## config.mk

```make
export PLATFORM = sky130hd
export DESIGN_NAME = ec_host_port
export DESIGN_NICKNAME = d
export VERILOG_FILES = /design/src/rtl/ec_port_pkg.sv /design/src/rtl/ec_port_if.sv /design/src/rtl/ec_reg_space.sv /design/src/rtl/ec_cmd_seq.sv /design/src/rtl/ec_host_port.sv
export SDC_FILE = /design/constraint.sdc
export NUM_CORES = 2
export LEC_CHECK = 0
export ABC_AREA = 1
export CAP_MARGIN = 20
export CORE_MARGIN = 5
export CORE_UTILIZATION = 55
export CTS_CLUSTER_DIAMETER = 50
export DETAILED_ROUTE_END_ITERATION = 8
export PLACE_DENSITY_LB_ADDON = 0.12
export SLEW_MARGIN = 25
export SYNTH_ARGS = -nofsm -noshare
export SYNTH_HDL_FRONTEND = slang
export SYNTH_HIERARCHICAL = 1
export SYNTH_SLANG_ARGS = --single-unit
```

## constraint.sdc

```tcl
create_clock -name clk -period 7.1 [get_ports clk]
set_input_delay 1.065 -clock clk [delete_from_list [all_inputs] [get_ports clk]]
set_output_delay 1.065 -clock clk [all_outputs]
set_load 0.01 [all_outputs]
```

## src/rtl/ec_port_pkg.sv

```systemverilog
package ec_port_pkg;

   localparam logic [7:0] CMD_RD_REG    = 8'h80;
   localparam logic [7:0] CMD_WR_REG    = 8'h81;
   localparam logic [7:0] CMD_BURST_ON  = 8'h82;
   localparam logic [7:0] CMD_BURST_OFF = 8'h83;
   localparam logic [7:0] CMD_QUERY     = 8'h84;

   // status byte bit positions
   localparam int ST_OUT_FULL = 0;
   localparam int ST_IN_FULL  = 1;
   localparam int ST_WAS_CMD  = 3;
   localparam int ST_BURST    = 4;

   typedef enum logic [1:0] {
      SEQ_IDLE,
      SEQ_RD_ADDR,
      SEQ_WR_ADDR,
      SEQ_WR_DATA
   } seq_state_e;

endpackage

```

## src/rtl/ec_port_if.sv

```systemverilog
module ec_port_if #(
   parameter int ADDR_W   = 3,
   parameter int DATA_OFS = 0,
   parameter int CTRL_OFS = 4
) (
   input  logic              clk,
   input  logic              rst_n,
   input  logic [ADDR_W-1:0] host_addr,
   input  logic              host_wr,
   input  logic              host_rd,
   input  logic [7:0]        host_wdata,
   output logic [7:0]        host_rdata,
   input  logic              ibf_clr,
   input  logic              obf_load,
   input  logic [7:0]        obf_byte,
   input  logic              burst,
   output logic              ibf,
   output logic              in_is_cmd,
   output logic [7:0]        in_byte,
   output logic              obf
);
   import ec_port_pkg::*;

   localparam logic [ADDR_W-1:0] DATA_A = ADDR_W'(DATA_OFS);
   localparam logic [ADDR_W-1:0] CTRL_A = ADDR_W'(CTRL_OFS);

   logic       sel_data, sel_ctrl, accept;
   logic [7:0] dout_q, status;

   assign sel_data = (host_addr == DATA_A);
   assign sel_ctrl = (host_addr == CTRL_A);
   assign accept   = host_wr && !ibf && (sel_data || sel_ctrl);

   always_ff @(posedge clk or negedge rst_n) begin
      if (!rst_n) begin
         ibf       <= 1'b0;
         in_is_cmd <= 1'b0;
         in_byte   <= 8'h00;
      end else if (accept) begin
         ibf       <= 1'b1;
         in_is_cmd <= sel_ctrl;
         in_byte   <= host_wdata;
      end else if (ibf_clr) begin
         ibf       <= 1'b0;
      end
   end

   always_ff @(posedge clk or negedge rst_n) begin
      if (!rst_n) begin
         obf    <= 1'b0;
         dout_q <= 8'h00;
      end else if (obf_load) begin
         obf    <= 1'b1;
         dout_q <= obf_byte;
      end else if (host_rd && sel_data) begin
         obf    <= 1'b0;
      end
   end

   always_comb begin
      status              = 8'h00;
      status[ST_OUT_FULL] = obf;
      status[ST_IN_FULL]  = ibf;
      status[ST_WAS_CMD]  = in_is_cmd;
      status[ST_BURST]    = burst;
   end

   assign host_rdata = sel_ctrl ? status : (sel_data ? dout_q : 8'h00);

endmodule

```

## src/rtl/ec_reg_space.sv

```systemverilog
module ec_reg_space #(
   parameter int REG_AW    = 8,
   parameter bit MEM_CLEAR = 1'b1
) (
   input  logic       clk,
   input  logic       rst_n,
   input  logic       we,
   input  logic [7:0] waddr,
   input  logic [7:0] wdata,
   input  logic [7:0] raddr,
   output logic [7:0] rdata
);
   localparam int DEPTH = 1 << REG_AW;

   logic [7:0]        mem [DEPTH];
   logic [REG_AW-1:0] widx, ridx;

   generate
      if (REG_AW == 8) begin : g_full
         assign widx = waddr;
         assign ridx = raddr;
      end else begin : g_trunc
         assign widx = waddr[REG_AW-1:0];
         assign ridx = raddr[REG_AW-1:0];
      end

      if (MEM_CLEAR) begin : g_clr
         always_ff @(posedge clk or negedge rst_n) begin
            if (!rst_n) begin
               for (int i = 0; i < DEPTH; i++) mem[i] <= 8'h00;
            end else if (we) begin
               mem[widx] <= wdata;
            end
         end
      end else begin : g_noclr
         always_ff @(posedge clk) begin
            if (we) mem[widx] <= wdata;
         end
      end
   endgenerate

   assign rdata = mem[ridx];

endmodule

```

## src/rtl/ec_cmd_seq.sv

```systemverilog
module ec_cmd_seq #(
   parameter int         IBF_DELAY = 3,
   parameter logic [7:0] BURST_ACK = 8'h90,
   parameter logic [7:0] QUERY_ACK = 8'h00
) (
   input  logic       clk,
   input  logic       rst_n,
   input  logic       ibf,
   input  logic       in_is_cmd,
   input  logic [7:0] in_byte,
   input  logic [7:0] mem_rdata,
   output logic       ibf_clr,
   output logic       obf_load,
   output logic [7:0] obf_byte,
   output logic       burst,
   output logic       mem_we,
   output logic [7:0] mem_waddr,
   output logic [7:0] mem_wdata,
   output logic [7:0] mem_raddr
);
   import ec_port_pkg::*;

   localparam int               CNT_W   = $clog2(IBF_DELAY + 1);
   localparam logic [CNT_W-1:0] DELAY_V = CNT_W'(IBF_DELAY);
   localparam logic [CNT_W-1:0] ONE_V   = CNT_W'(1);

   seq_state_e       state_q, state_d;
   logic [CNT_W-1:0] cnt_q;
   logic [7:0]       addr_q;
   logic             take, burst_d;

   assign take    = ibf && (cnt_q == '0);
   assign ibf_clr = (cnt_q == ONE_V);

   always_ff @(posedge clk or negedge rst_n) begin
      if (!rst_n)           cnt_q <= '0;
      else if (take)        cnt_q <= DELAY_V;
      else if (cnt_q != '0) cnt_q <= cnt_q - ONE_V;
   end

   always_comb begin
      state_d  = state_q;
      burst_d  = burst;
      obf_load = 1'b0;
      obf_byte = 8'h00;
      mem_we   = 1'b0;
      if (take) begin
         if (in_is_cmd) begin
            state_d = SEQ_IDLE;
            case (in_byte)
               CMD_RD_REG:    state_d = SEQ_RD_ADDR;
               CMD_WR_REG:    state_d = SEQ_WR_ADDR;
               CMD_BURST_ON: begin
                  burst_d  = 1'b1;
                  obf_load = 1'b1;
                  obf_byte = BURST_ACK;
               end
               CMD_BURST_OFF: burst_d = 1'b0;
               CMD_QUERY: begin
                  obf_load = 1'b1;
                  obf_byte = QUERY_ACK;
               end
               default:       state_d = SEQ_IDLE;
            endcase
         end else begin
            case (state_q)
               SEQ_RD_ADDR: begin
                  obf_load = 1'b1;
                  obf_byte = mem_rdata;
                  state_d  = SEQ_IDLE;
               end
               SEQ_WR_ADDR: state_d = SEQ_WR_DATA;
               SEQ_WR_DATA: begin
                  mem_we  = 1'b1;
                  state_d = SEQ_IDLE;
               end
               default:     state_d = SEQ_IDLE;
            endcase
         end
      end
   end

   always_ff @(posedge clk or negedge rst_n) begin
      if (!rst_n) begin
         state_q <= SEQ_IDLE;
         burst   <= 1'b0;
         addr_q  <= 8'h00;
      end else begin
         state_q <= state_d;
         burst   <= burst_d;
         if (take && !in_is_cmd && state_q == SEQ_WR_ADDR) addr_q <= in_byte;
      end
   end

   assign mem_raddr = in_byte;
   assign mem_waddr = addr_q;
   assign mem_wdata = in_byte;

endmodule

```

## src/rtl/ec_host_port.sv

```systemverilog
module ec_host_port #(
   parameter int         ADDR_W    = 3,
   parameter int         DATA_OFS  = 0,
   parameter int         CTRL_OFS  = 4,
   parameter int         REG_AW    = 8,
   parameter bit         MEM_CLEAR = 1'b1,
   parameter int         IBF_DELAY = 3,
   parameter logic [7:0] BURST_ACK = 8'h90,
   parameter logic [7:0] QUERY_ACK = 8'h00
) (
   input  logic              clk,
   input  logic              rst_n,
   input  logic [ADDR_W-1:0] host_addr,
   input  logic              host_wr,
   input  logic              host_rd,
   input  logic [7:0]        host_wdata,
   output logic [7:0]        host_rdata
);
   generate
      if (IBF_DELAY < 1) begin : g_bad_delay
         $error("IBF_DELAY must be at least 1");
      end
      if (REG_AW < 1 || REG_AW > 8) begin : g_bad_aw
         $error("REG_AW must lie in 1..8");
      end
      if (DATA_OFS == CTRL_OFS) begin : g_bad_ofs
         $error("data and control offsets must differ");
      end
      if (DATA_OFS >= (1 << ADDR_W) || CTRL_OFS >= (1 << ADDR_W)) begin : g_bad_aw2
         $error("offsets must fit in ADDR_W");
      end
   endgenerate

   logic       ibf, in_is_cmd, obf, ibf_clr, obf_load, burst, mem_we;
   logic [7:0] in_byte, obf_byte, mem_waddr, mem_wdata, mem_raddr, mem_rdata;

   ec_port_if #(
      .ADDR_W(ADDR_W), .DATA_OFS(DATA_OFS), .CTRL_OFS(CTRL_OFS)
   ) u_if (
      .clk(clk), .rst_n(rst_n),
      .host_addr(host_addr), .host_wr(host_wr), .host_rd(host_rd),
      .host_wdata(host_wdata), .host_rdata(host_rdata),
      .ibf_clr(ibf_clr), .obf_load(obf_load), .obf_byte(obf_byte),
      .burst(burst), .ibf(ibf), .in_is_cmd(in_is_cmd),
      .in_byte(in_byte), .obf(obf)
   );

   ec_cmd_seq #(
      .IBF_DELAY(IBF_DELAY), .BURST_ACK(BURST_ACK), .QUERY_ACK(QUERY_ACK)
   ) u_seq (
      .clk(clk), .rst_n(rst_n),
      .ibf(ibf), .in_is_cmd(in_is_cmd), .in_byte(in_byte),
      .mem_rdata(mem_rdata), .ibf_clr(ibf_clr), .obf_load(obf_load),
      .obf_byte(obf_byte), .burst(burst), .mem_we(mem_we),
      .mem_waddr(mem_waddr), .mem_wdata(mem_wdata), .mem_raddr(mem_raddr)
   );

   ec_reg_space #(
      .REG_AW(REG_AW), .MEM_CLEAR(MEM_CLEAR)
   ) u_regs (
      .clk(clk), .rst_n(rst_n),
      .we(mem_we), .waddr(mem_waddr), .wdata(mem_wdata),
      .raddr(mem_raddr), .rdata(mem_rdata)
   );

endmodule

```

==> reports/results.txt <==
Status - finished, final reports clean
Clock buffer count from CTS - 223
HPWL reported at the end of detailed placement - 165 mm
Final Setup Violations - 0
Clock Skews - 21.0 ps
Wire per inst - 21.7 um
PD cells - 338 nW/um^2
Seq/Total Area, Yosys - 55.2%
Max_cap viols - 0
Core region area - 171000 sq um
CTS tree - built
Boundary Pins - 23
IO buf count - 22
DR vias/cell - 6.01
Fraction of layout cells with a size suffix above 1 - 5.14%
Worst-margin pin slew - 1110 ps
Static leakage - 44.5 nW
Post-Syn Area - 94300 sq um
Setup Buffers After CTS - 0
Die Wd - 424 um
Maximum number of pins on one net before global-route repair - 183
CP arrival - 5480 ps
Synth Warn # - 6
Area delta synth->final - 8.43%
Synth Area in Simple Gates - 29.1%
Filler cell count - 15390
Clk sinks - 2080
Unique masters post-synth - 27
Final net count - 11199
Pre-CTS setup slack - 2700 ps
Die Ht - 424 um
RSZ-0062 raised after global routing - false
Largest family of logic cells by synthesized area - simple AND/OR/NAND/NOR gates
Syn_nets - 11809
Detailed Route WL - 296 mm
Hold Path Class - primary input to asynchronous set/reset pin
First drt pass iteration count - 6
Dominant cell type by area after synthesis - dfrtp_1
ANT nets after route - 0
Clk buf depth - 3
CP Data Required Time - 7890 ps
Area taken by multi-input logic gates - 38100 sq um
TNS Setup - 0 ps
Max Slew Vio Count - 0
#FFs+latches synth - 2080
Vias in the first global route - 77479
Full die area - 180000 sq um
Initial antenna violation count - 7
Via count - 81802
Part of the cycle the worst path needs - 66.1%
Post-route DRC - 0
Clk Latency, worst-skew pair - 850 ps
Crit start category - register
Worst-path clk slew - 60 ps
Final setup margin - 2400 ps
DRT iter0 DRCs - 10188
Critical Path Fanout Max - 173
Peak VDD IR - 302 uV
Mapped Cells - 11792
Synth Area in XOR/XNOR - 0%
First-pass GRT wire length - 465 mm
Most frequent cells in the layout - nand2_1 (4345), dfrtp_1 (2074), nand3_1 (2029)
Compound-cell area share of the yosys netlist - 11.1%
Minimum clock period - 4700 ps
Gr usage total - 32.7%
Grt ovf - 0
Post-synth top area share - 55.2%
Htree depth - 4
Largest cells by area after synthesis - dfrtp_1 (55%), nand2_1 (17%), nand3_1 (11%), o21ai_0 (5.7%), o21ai_1 (4.7%)
Post-Synth Adder-Cell Area - 0.0265%
Commonest non-fill, non-tap cell in the layout - nand2_1
CTS hold repair buffers - 0
Post-CTS sizing - 0
Root Driver - clkbuf_16
Fin. Hold Viols - 0
Core Rows - 152
RePlAce Congestion - 0.892
FMAX - 213 MHz
Average size of a mapped cell - 7.99 sq um
Mux cell area share after synthesis - 0%
Crit Path Class - register to register
CP Capture Type - register
Area occupied by registers - 52100 sq um
Initial Util - 55.1%
Worst slew margin - 25.8%
worst max-delay path, stage by stage, from the launching register on:
cell and delay (ps):
dfrtp_4 810, inv_8 800, buf_12 600, nand2_1 100, nand3_1 100, nand3_1 80, nand3_1 130, nand3_1 370
nand3_1 290, nand3_1 260, nand2_1 200, nand2_1 70, nand2_1 60, nand2_1 80, nor2_1 130, nand2_1 60
nand2_1 90
cells in the mapped netlist (all sizes together):
cell / instances
clkbuf: 646
a22oi: 1
and3: 1
inv: 65
buf: 335
nor2: 185
a21oi: 116
clkinv: 1
nand3: 2030
or2: 1
ha: 2
o21ai: 1961
dfrtp: 2080
nand2: 4350
nor3: 18
cell type report:
| cell class | count | share of cell area [%] |
|---|---|---|
| Tap cell | 2233 | 2.73 |
| Multi-Input combinational cell | 8665 | 37.2 |
| Clock inverter | 96 | 0.848 |
| Inverter | 66 | 0.326 |
| Timing Repair Buffer | 146 | 1.54 |
| Sequential cell | 2080 | 50.9 |
| Antenna cell | 3 | 0.00735 |
| Clock buffer | 323 | 6.37 |
metal layers:
layer,routed length (um),up-vias,GRT usage (%)
met5,13,-,0
met4,12000,2,13.0
met3,25300,639,5.63
met2,133000,3562,50.2
met1,125000,39843,46.7
li1,-,37756,-
registers in the layout (all words and copies together), names as in the netlist:
name,count
u_seq/cnt_q,2
u_if/dout_q,8
u_regs/mem,2048
u_seq/state_q,2
u_if/in_byte,8
u_seq/mem_waddr,8
u_if/ibf,1
u_if/in_is_cmd,1
u_seq/burst,1
u_if/obf,1
final timing paths:
kind | startpoint | endpoint | slack [ps] | cells after the start
setup / recovery | u_if/in_byte[0] | u_if/dout_q[0] | 2400 | 16
hold / removal | rst_n | u_regs/mem[131] | 140 | 1
setup reg to reg | u_if/in_byte[0] | u_if/dout_q[0] | 2400 | 16
hold reg to reg | u_if/obf | u_if/obf | 480 | 2
max in group asynchronous | rst_n | u_regs/mem[962] | 5040 | 3
min in group clk | u_if/obf | u_if/obf | 480 | 2
stage by stage:
stage               total power, mW  utilization, %  area, sq um  hold slack (ps)  instances
floorplan                      18.7               -        94300              441      11792
global placement               22.8            55.4        94700              460      13186
detailed placement             22.8            55.4        94700              468      13188
CTS                            34.4            59.7       102000              141      13607
global route                   35.8            59.8       102000              159      13609
finish                         34.5            59.8       102000              142      13612
cell families after synthesis:
family,after synthesis
flops,2080
buf+inv,1047
simple gates,6585
fa+ha+maj,2
compound gates,2078
power breakdown:
| part | switching (mW) | internal [mW] | total [mW] |
|---|---|---|---|
| Sequential | 0.172 | 11.9 | 12.1 |
| Combinational | 8.73 | 2.10 | 10.8 |
| Clock | 4.93 | 6.67 | 11.6 |
| Total | 13.8 | 20.7 | 34.5 |
Power figures use the tool's default switching activity.
